$ cat src/rtl/can_mode_pkg.sv
package can_mode_pkg;
    localparam int CTRL_W    = 8;
    localparam int BIT_INIT  = 0;
    localparam int BIT_PDE   = 1;
    localparam int BIT_RST   = 3;
    localparam int BIT_SLEEP = 4;
    localparam int RESYNC_BITS_DEF = 11;

    typedef struct packed {
        logic sleep_on;
        logic rst_on;
        logic pde;
        logic init;
    } mode_t;

    function automatic logic [CTRL_W-1:0] pack_ctrl(input mode_t m);
        logic [CTRL_W-1:0] v;
        v            = '0;
        v[BIT_INIT]  = m.init;
        v[BIT_PDE]   = m.pde;
        v[BIT_RST]   = m.rst_on;
        v[BIT_SLEEP] = m.sleep_on;
        return v;
    endfunction
endpackage

$ cat src/rtl/can_defer_req.sv
module can_defer_req (
    input  logic clk,
    input  logic rst,
    input  logic set_req,
    input  logic clr_req,
    input  logic cancel,
    input  logic idle,
    output logic on,
    output logic pend,
    output logic engage
);
    logic set_new;

    assign set_new = set_req & ~on;
    assign engage  = ~clr_req & ~set_new & pend & ~cancel & idle;

    always_ff @(posedge clk) begin
        if (rst) begin
            on   <= 1'b0;
            pend <= 1'b0;
        end else if (clr_req) begin
            on   <= 1'b0;
            pend <= 1'b0;
        end else if (set_new) begin
            pend <= 1'b1;
        end else if (pend && cancel) begin
            pend <= 1'b0;
        end else if (engage) begin
            on   <= 1'b1;
            pend <= 1'b0;
        end
    end


    engage_idle_chk: assert property (@(posedge clk) disable iff (rst)
        $rose(on) |-> $past(idle));


    cancel_chk: assert property (@(posedge clk) disable iff (rst)
        (pend && cancel && !clr_req && !set_req) |=> (!on && !pend));


    pend_on_excl_chk: assert property (@(posedge clk) disable iff (rst)
        !(pend && on));
endmodule

$ cat src/rtl/can_resync.sv
module can_resync #(
    parameter int NBITS = 11
) (
    input  logic clk,
    input  logic rst,
    input  logic start,
    input  logic bit_tick,
    input  logic bus_rx,
    output logic busy
);
    localparam int CNT_W = (NBITS > 1) ? $clog2(NBITS) : 1;
    localparam logic [CNT_W-1:0] LAST = CNT_W'(NBITS - 1);

    logic [CNT_W-1:0] cnt;

    always_ff @(posedge clk) begin
        if (rst) begin
            busy <= 1'b0;
            cnt  <= '0;
        end else if (start) begin
            busy <= 1'b1;
            cnt  <= '0;
        end else if (busy && bit_tick) begin
            if (!bus_rx) begin
                cnt <= '0;
            end else if (cnt == LAST) begin
                busy <= 1'b0;
                cnt  <= '0;
            end else begin
                cnt <= cnt + 1'b1;
            end
        end
    end


    dom_restart_chk: assert property (@(posedge clk) disable iff (rst)
        (busy && bit_tick && !bus_rx && !start) |=> (busy && cnt == '0));


    cnt_range_chk: assert property (@(posedge clk) disable iff (rst)
        (cnt <= LAST) && (busy || cnt == '0));
endmodule

$ cat src/rtl/can_mode_seq.sv
module can_mode_seq
    import can_mode_pkg::*;
#(
    parameter int RESYNC_BITS = RESYNC_BITS_DEF
) (
    input  logic              clk,
    input  logic              rst,
    input  logic              wr_en,
    input  logic [CTRL_W-1:0] wr_data,
    input  logic              frame_idle,
    input  logic              core_irq,
    input  logic              bus_act,
    input  logic              bus_off,
    input  logic              bit_tick,
    input  logic              bus_rx,
    output logic [CTRL_W-1:0] rd_ctrl,
    output logic              regs_clr,
    output logic              low_power,
    output logic              core_en
);
    logic  init_q, pde_q, regs_clr_q;
    logic  sleep_on, sleep_pend, sleep_engage;
    logic  rst_on, rst_pend, rst_engage;
    logic  init_rise_wr, rst_set_wr, init_fall;
    logic  sleep_set, sleep_clr, sleep_leave;
    logic  rst_set, rst_clr;
    logic  resync_start, resync_busy;
    mode_t mode;

    assign init_rise_wr = wr_en & wr_data[BIT_INIT] & ~init_q;
    assign rst_set_wr   = wr_en & wr_data[BIT_RST] & ~rst_on;
    assign init_fall    = wr_en & ~wr_data[BIT_INIT] & init_q & ~bus_off;

    assign rst_set = wr_en & wr_data[BIT_RST];
    assign rst_clr = wr_en & ~wr_data[BIT_RST];

    assign sleep_set = wr_en & wr_data[BIT_SLEEP];
    assign sleep_clr = (wr_en & ~wr_data[BIT_SLEEP]) | (bus_act & sleep_on)
                     | init_rise_wr | rst_set_wr | rst_engage;
    assign sleep_leave  = sleep_on & sleep_clr;
    assign resync_start = sleep_leave | init_fall;

    can_defer_req u_rst_defer (
        .clk     (clk),
        .rst     (rst),
        .set_req (rst_set),
        .clr_req (rst_clr),
        .cancel  (1'b0),
        .idle    (frame_idle),
        .on      (rst_on),
        .pend    (rst_pend),
        .engage  (rst_engage)
    );

    can_defer_req u_sleep_defer (
        .clk     (clk),
        .rst     (rst),
        .set_req (sleep_set),
        .clr_req (sleep_clr),
        .cancel  (core_irq),
        .idle    (frame_idle),
        .on      (sleep_on),
        .pend    (sleep_pend),
        .engage  (sleep_engage)
    );

    can_resync #(.NBITS(RESYNC_BITS)) u_resync (
        .clk      (clk),
        .rst      (rst),
        .start    (resync_start),
        .bit_tick (bit_tick),
        .bus_rx   (bus_rx),
        .busy     (resync_busy)
    );

    always_ff @(posedge clk) begin
        if (rst) begin
            init_q     <= 1'b1;
            pde_q      <= 1'b0;
            regs_clr_q <= 1'b0;
        end else begin
            regs_clr_q <= rst_engage;
            if (rst_engage) begin
                init_q <= 1'b1;
                pde_q  <= 1'b0;
            end else if (wr_en) begin
                init_q <= wr_data[BIT_INIT];
                pde_q  <= wr_data[BIT_PDE];
            end
        end
    end

    always_comb begin
        mode.sleep_on = sleep_on;
        mode.rst_on   = rst_on;
        mode.pde      = pde_q;
        mode.init     = init_q;
    end

    assign rd_ctrl   = pack_ctrl(mode);
    assign regs_clr  = regs_clr_q;
    assign low_power = sleep_on | pde_q;
    assign core_en   = ~(sleep_on | pde_q | rst_on | init_q | resync_busy);


    clr_value_chk: assert property (@(posedge clk) disable iff (rst)
        regs_clr |-> (rd_ctrl == 8'h09));


    wake_chk: assert property (@(posedge clk) disable iff (rst)
        (sleep_on && bus_act) |=> !sleep_on);


    init_exit_chk: assert property (@(posedge clk) disable iff (rst)
        (wr_en && !wr_data[BIT_INIT] && init_q && !bus_off) |=> !core_en);


    sleep_source_chk: assert property (@(posedge clk) disable iff (rst)
        $rose(sleep_on) |-> ($past(sleep_pend) && $past(sleep_engage)));


    rst_source_chk: assert property (@(posedge clk) disable iff (rst)
        $rose(rst_on) |-> $past(rst_pend));
endmodule

$ cat config.mk
export PLATFORM = sky130hd
export DESIGN_NAME = can_mode_seq
export DESIGN_NICKNAME = d
export VERILOG_FILES = /design/src/rtl/can_mode_pkg.sv /design/src/rtl/can_defer_req.sv /design/src/rtl/can_resync.sv /design/src/rtl/can_mode_seq.sv
export SDC_FILE = /design/constraint.sdc
export NUM_CORES = 1
export LEC_CHECK = 0
export BUFFER_PORTS_ARGS = -buffer_cell sky130_fd_sc_hd__buf_2
export CAP_MARGIN = 10
export CORE_MARGIN = 5
export CORE_UTILIZATION = 40
export CTS_CLUSTER_DIAMETER = 200
export DETAILED_ROUTE_END_ITERATION = 12
export PLACE_DENSITY_LB_ADDON = 0.12
export SLEW_MARGIN = 20
export SYNTH_ARGS = -nofsm -noshare
export SYNTH_HDL_FRONTEND = slang
export SYNTH_SLANG_ARGS = --single-unit
export TNS_END_PERCENT = 50
$ cat constraint.sdc
create_clock -name clk -period 4.94 [get_ports clk]
set_input_delay 0.494 -clock clk [delete_from_list [all_inputs] [get_ports clk]]
set_output_delay 0.494 -clock clk [all_outputs]
set_load 0.005 [all_outputs]
# Word level (Yosys, flattened, before mapping)
# Index checks and enable logic that the tools add are counted.
# W data, S select, Z words.
# word_totals
register_bits,12
in_bits,17
output_inout_bits,11
word_cells,79
# classes
add_sub_neg,1
eq_ne,1
muxes,11
bitwise_logic,43
n_reduce_logical,14
# ops
operator,count
$and A1 B1 Y1,20
$not A1 Y1,14
$mux W1,9
$or A1 B1 Y1,9
$mux W4,2
$reduce_bool A2 Y1,4
$reduce_or A2 Y1,4
$reduce_and A3 Y1,2
$add A4 B1 Y4 const B,1
$eq A4 B4 Y1 const B,1
$reduce_bool A3 Y1,1
$logic_and A1 B1 Y1,2
$reduce_and A2 Y1,1

# Depth between registers and ports, before layout
# Gate-level depths: netlist of run 1.
# logic_depth
ltp_word,15
mapped_depth,6
mapped_depth_nobuf,6

# Cells and area by module
# From an unflattened synthesis of run 1, not the netlist that was laid out.
# unflattened
cells_unflattened,86
hier_area_um2,726.9
# modules_own_cells
mod,instances,cells_per_inst,area_per_inst_um2,seq_area_each_um2
can_mode_seq,1,33,267.8,60.1
can_resync,1,33,264.0,100.1
can_defer_req,2,10,97.6,40.0

# Worst setup path after synthesis of run 1
# No wires, ideal clock.
# synth_path
path_type,reg2reg
startpoint,register u_resync.cnt[0]
endpoint,register u_resync.cnt[2]
setup_time_ps,80
t_arrival_ps,1516
required_ps,4860
setup_slack_ps,3344
path_stages_with_launch,6
n_path_buf,0
synth_period_minus_slack_ps,1596
path_cell_list,dfxtp_1 inv_1 ha_1 and3b_1 or4b_1 a211oi_2
# synth_via
elab_chain_len,3
word_cells_on_any_way,4
classes_between,add/sub (1); eq/ne (1); mux (2)
# synth_lines
item,line,text
"start, declared",can_resync.sv:14,logic [CNT_W-1:0] cnt;
"start signal, assigned",can_resync.sv:30,cnt <= cnt + 1'b1;
$add A4 B1 Y4 / $eq A4 B4 Y1 (equally long branches),"can_resync.sv:30, can_resync.sv:26",
$mux W4 (*),can_resync.sv:26,end else if (cnt == LAST) begin
$mux W4 (*),can_resync.sv:24,if (!bus_rx) begin
# Every way passes the cells marked *; elsewhere a longest branch is shown, timed or not.
# A chain may end at the register's enable or synchronous reset.

# Final worst setup path of run 1
# Same ends and word-level chain as after synthesis.

==> flow_summary.yaml, run 1 <==
outcome:
  status: "complete, no violations"
die:
  die_w_um: 51.1
  dieHeight_um: 51.1
  die_area_um2: 2610
  start_util: 0.433
  ios: 28
  core_area_um2: 1560
  placementRows: 14
power_and_ir_drop:
  intPower_mw: 0.156
  total_leakage_power_nw: 0.347
  sw_frac_of_total: 0.237
  p_switching_mw: 0.0486
  seq_power_share: 0.500
  vdd_ir_drop_max_v: 0.000186
  p_clk_frac: 0.380
  combinationalPowerShare: 0.120
  powerDensity_nw_per_um2: 265
grt:
  gr-total-overflow: 0
  gr-max-usage-layer: "met2"
  grt_pass1_vias: 536
  track_usage: 0.116
  grt_util_met3: 0.0581
  grtUsageMet1: 0.132
  grt_max_degree: 10
  antenna_found_initial: 0
  grt_pass1_wl_mm: 2.26
  use_met2: 0.187
cells_and_area:
  final_util: 0.495
  drive_above_1_share: 0.273
  fill_cells: 171
  nets: 119
  design_area_um2: 772
  area_growth_pct: 14.5
  antenna_cells: 0
route:
  antenna_left: 0
  wl_mm: 1.39
  wl_per_cell_um: 12.1
  vias_per_cell: 5.23
  dr.pass1.iters: 4
  drc: 0
  vias: 602
  drt_iter0_drc: 12
synthesis:
  ys.flop_type: "dfxtp_1"
  syn_inst: 82
  synth.lib_cells_used.distinct: 31
  synth_seq_cells: 12
  synth_top_cell_by_area: "dfxtp_1"
  synth.most_common_cell: "dfxtp_1"
  ys_top_cells_by_count: "12 x dfxtp_1, 9 x nor3_1, 8 x buf_4"
  syn_avg_cell_area_um2: 8.22
  synth_top_area_frac: 0.356
  synthArstFlopShare: 0
  synth_edf_count: 0
  synth_area_leaders: "dfxtp_1 36%, buf_4 8.9%, nor3_1 6.7%, inv_1 3.9%, a21oi_1 3.7%"
  syn_area_um2: 674
  ys_seq_area_frac: 0.356
  yosysWarnings: 0
clock_tree:
  cts.clk_slew.worst_paths_ns: 0.08
  root_buffer: "clkbuf_4"
  cts_resized: 0
  cts_setup_buffers: 0
  htree_levels: 1
  cts_tree: "yes"
  numCtsBuffers: 3
  tritoncts_num_sinks: 12
  postCtsHoldBufs: 0
  cts_buffer_depth: 2
  insertion_delay_ns: 0.27
setup_path:
  crit_path_end_kind: "flop"
  path_cells: "inv_1, ha_1, and3b_1, or4b_1, a211oi_2"
  critPathBufInv: 1
  worstPathMaxFanout: 5
  slowest_delay_ns: 0.53
  slowest_stage: "or4b_1"
  crit_family: "simple AND/OR/NAND/NOR gates"
  required_ns: 5.14
  path_class: "flop to flop"
  cp.arrival_ns: 1.90
  start_kind: "flop"
sta:
  fin_skew_ns: 0.00199
  slew_viol_final: 0
  fin_crit_ns: 1.70
  final_hold_viol_count: 0
  slew_headroom: 0.650
  rsz0062_at_grt: "false"
  setup_viol: 0
  fmaxAchievable_mhz: 587
  fin_crit_sh: 0.345
  final.setup.tns_ns: 0
  tightest_slew_ns: 0.522
place:
  routabilityCongestion: 0.780
  portBuffers: 19
  place_area_um2: 736
  hpwl_mm: 1.14
job:
  drv_cap: 0
worst_hold_path:
  hold_path.class: "primary input to flop"
-- routing by layer --
layer / vias to the layer above / wire length, um
met5: - / 0
met4: 0 / 13
met3: 2 / 102
met2: 16 / 691
met1: 272 / 587
li1: 312 / -
-- kinds of logic (layout without fill, tap and decap cells) --
| logic type | count (synthesis) | after routing | share of synthesized area |
|---|---|---|---|
| mux | 2 | 2 | 0.0297 |
| compound gates | 18 | 18 | 0.180 |
| other cells | 1 | 4 | 0.00556 |
| buf+inv | 16 | 30 | 0.135 |
| flops | 12 | 12 | 0.356 |
| simple gates | 31 | 31 | 0.256 |
| fa+ha+maj | 2 | 2 | 0.0371 |
-- placed cells by master, fill, tap and decap left out, types with 3 or more instances in the layout --
master / instances
clkbuf_4: 3
dfxtp_1: 12
a21oi_1: 5
conb_1: 4
nand2_1: 5
o21ai_0: 3
inv_1: 7
buf_2: 19
nor2b_1: 3
nor3_1: 9
-- worst paths after layout --
path,startpoint,to,slack [ns],depth (start not counted)
setup reg to reg,u_resync.cnt[0],u_resync.cnt[2],3.24,5
hold / removal,rst,u_rst_defer.on,0.47,2
hold reg to reg,u_sleep_defer.pend,u_sleep_defer.on,0.51,2
setup / recovery,u_resync.cnt[0],u_resync.cnt[2],3.24,5
-- worst register-to-register path: stages (launching register included) --
cell and delay (ns):
dfxtp_1 0.40, inv_1 0.06, ha_1 0.20, and3b_1 0.22, or4b_1 0.53, a211oi_2 0.21
-- cell type report --
cell class              instances  area, um2  share of cell area
clock buffers                   4       36.3              0.0470
flip-flops and latches         12        240               0.311
well taps                      16       20.0              0.0259
multi-input cells              57        354               0.459
repair buffers                 19       95.1               0.123
inverters                       7       26.3              0.0340
-- state kept, by name (all words and copies together), names as in the netlist --
register and cells:
init_q 1, u_resync.cnt 4, regs_clr 1, u_rst_defer.pend 1, u_sleep_defer.pend 1, pde_q 1
u_resync.busy 1, u_rst_defer.on 1, u_sleep_defer.on 1
-- metrics by stage --
| step | total power [mW] | hold slack [ns] | std cells | setup WS [ns] |
|---|---|---|---|---|
| after floorplan | 0.122 | 0.474 | 85 | 3.34 |
| after detailed placement | 0.129 | 0.502 | 111 | 3.26 |
| after global placement | 0.128 | 0.496 | 111 | 3.25 |
| after CTS | 0.208 | 0.461 | 115 | 3.22 |
| final | 0.205 | 0.469 | 115 | 3.24 |
| after global routing | 0.216 | 0.468 | 115 | 3.12 |
-- power by group through the flow --
stage          Sequential, mW  Clock, mW  Combinational (mW)
2_1_floorplan           0.104          0              0.0180
3_3_place_gp            0.104          0              0.0242
3_5_place_dp            0.104          0              0.0247
4_1_cts                 0.102     0.0809              0.0248
5_1_grt                 0.103     0.0859              0.0274
6_report                0.102     0.0778              0.0246
Note: power is estimated with default switching activity, not from simulation.
==> inputs of run 2 (changes only) <==
==> constraint.sdc (replaced) <==
create_clock -name clk -period 1.65 [get_ports clk]
set_input_delay 0.165 -clock clk [delete_from_list [all_inputs] [get_ports clk]]
set_output_delay 0.165 -clock clk [all_outputs]
set_load 0.005 [all_outputs]
==> run 2 against run 1 <==
  * Die area stayed put
  * Register-to-register slack worse by 3.1 ns
  * Wire length is 2.7% lower
  * Sequential cell count stayed put
  * Design area is 1.1% higher
  * Hold slack worse by 0.32 ns
  * Combinational power grew to 3.0 times the previous value
  * Fmax is 9.1% higher
  * Utilization is 0.56 points higher
  * Clock power is 120% higher
  * Non-clock buffer count is 3 higher
  * Clock skew is 0.0011 ns higher
  * Largest cell class unchanged
  * Largest power group unchanged
==> flow_summary.yaml, run 2 (synthesis gave the netlist of run 1 again) <==
outcome:
  status: "complete, no violations"
clock_tree:
  insertion_delay_ns: 0.26
  root_buffer: "clkbuf_4"
  cts.clk_slew.worst_paths_ns: 0.07
  postCtsHoldBufs: 0
  cts_setup_buffers: 0
  cts_buffer_depth: 2
  tritoncts_num_sinks: 12
  cts_tree: "yes"
  numCtsBuffers: 3
  htree_levels: 1
  cts_resized: 0
setup_path:
  slowest_stage: "or4b_1"
  required_ns: 1.84
  slowest_delay_ns: 0.52
  path_class: "flop to flop"
  worstPathMaxFanout: 2
  start_kind: "flop"
  cp.arrival_ns: 1.75
  crit_path_end_kind: "flop"
  path_cells: "inv_1, ha_1, and3b_1, or4b_1, a211oi_2"
route:
  drt_iter0_drc: 16
  vias_per_cell: 5.21
  dr.pass1.iters: 4
  drc: 0
  wl_mm: 1.36
  antenna_left: 0
  vias: 609
  wl_per_cell_um: 11.6
grt:
  grt_pass1_vias: 524
  grt_max_degree: 10
  antenna_found_initial: 0
  grt_pass1_wl_mm: 2.24
  gr-total-overflow: 0
  track_usage: 0.112
power_and_ir_drop:
  p_clk_frac: 0.307
  combinationalPowerShare: 0.136
  p_total_mw: 0.548
  intPower_mw: 0.418
  seq_power_share: 0.557
  vdd_ir_drop_max_v: 0.000382
  p_switching_mw: 0.130
  total_leakage_power_nw: 0.356
  sw_frac_of_total: 0.237
  powerDensity_nw_per_um2: 702
die:
  dieHeight_um: 51.1
  ios: 28
  die_w_um: 51.1
  placementRows: 14
  core_area_um2: 1560
  start_util: 0.433
  die_area_um2: 2610
place:
  hpwl_mm: 1.14
  routabilityCongestion: 0.868
  dp_slack_ns: 0.0953
  portBuffers: 19
  place_area_um2: 758
sta:
  fin_skew_ns: 0.00309
  final_hold_viol_count: 0
  worst_slack_ns: 0.0885
  fin_crit_sh: 0.946
  fmaxAchievable_mhz: 640
  setup_viol: 0
  final.setup.tns_ns: 0
  rsz0062_at_grt: "false"
  slew_viol_final: 0
  fin_crit_ns: 1.56
cells_and_area:
  final_common_cell: "buf_2"
  nets: 122
  regMostFlops: "u_resync.cnt"
  fill_cells: 160
  multi_input_area_um2: 354
  drive_above_1_share: 0.287
  seq_area_um2: 240
  final_cell_mix: "19 x buf_2, 12 x dfxtp_1, 9 x nor3_1"
  antenna_cells: 0
  largest_register_ffs: 4
  design_area_um2: 781
  area_growth_pct: 15.8
worst_hold_path:
  hold_path.class: "primary input to flop"
job:
  drv_cap: 0
-- run 2: changes by cell type in the layout (fill, tap and decap cells not counted) --
cell      previous run  this run
buf_4                0         3
clkbuf_8             1         0
-- run 2: metrics by stage --
step / instances / util / hold slack, ns
after floorplan: 85 / - / 0.234
after global placement: 114 / 0.486 / 0.410
after detailed placement: 114 / 0.486 / 0.421
after CTS: 117 / 0.501 / 0.137
after global routing: 117 / 0.501 / 0.135
final: 117 / 0.501 / 0.146
-- run 2: power groups by stage --
stage / clock network [mW] / logic (mW) / registers (mW)
3_3_place_gp: 0 / 0.0738 / 0.312
3_5_place_dp: 0 / 0.0745 / 0.312
5_1_grt: 0.193 / 0.0838 / 0.307
2_1_floorplan: 0 / 0.0538 / 0.311
6_report: 0.168 / 0.0742 / 0.305
4_1_cts: 0.180 / 0.0748 / 0.305
-- run 2: routing by layer --
metal	GRT usage	routed length, um
met5	0	0
met4	0.0404	16
met3	0.0349	80
met2	0.178	649
met1	0.143	610
-- run 2: final timing paths --
| path | slack (ns) | startpoint | cells after the start | end |
|---|---|---|---|---|
| worst min register to register | 0.50 | u_sleep_defer.pend | 2 | u_sleep_defer.on |
| worst min-delay path | 0.15 | rst | 2 | u_rst_defer.on |
| worst max register to register | 0.09 | u_resync.cnt[0] | 5 | u_resync.cnt[2] |
| worst max-delay path | 0.09 | u_resync.cnt[0] | 5 | u_resync.cnt[2] |
-- run 2: worst max-delay path, delay by kind of cell, from the launching register on --
family / cells / cell delay [ns]
and+or+nand+nor: 2 / 0.71
adders and majority gates: 1 / 0.20
buffers and inverters: 1 / 0.05
AOI/OAI and AO/OA: 1 / 0.21
DFF: 1 / 0.33
-- run 2: cell type report --
type | count | area share
sequential | 12 | 0.308
tap | 16 | 0.0256
multi-input combinational | 57 | 0.454
clock buffer | 3 | 0.0288
timing repair buffer | 22 | 0.151
inverter | 7 | 0.0337
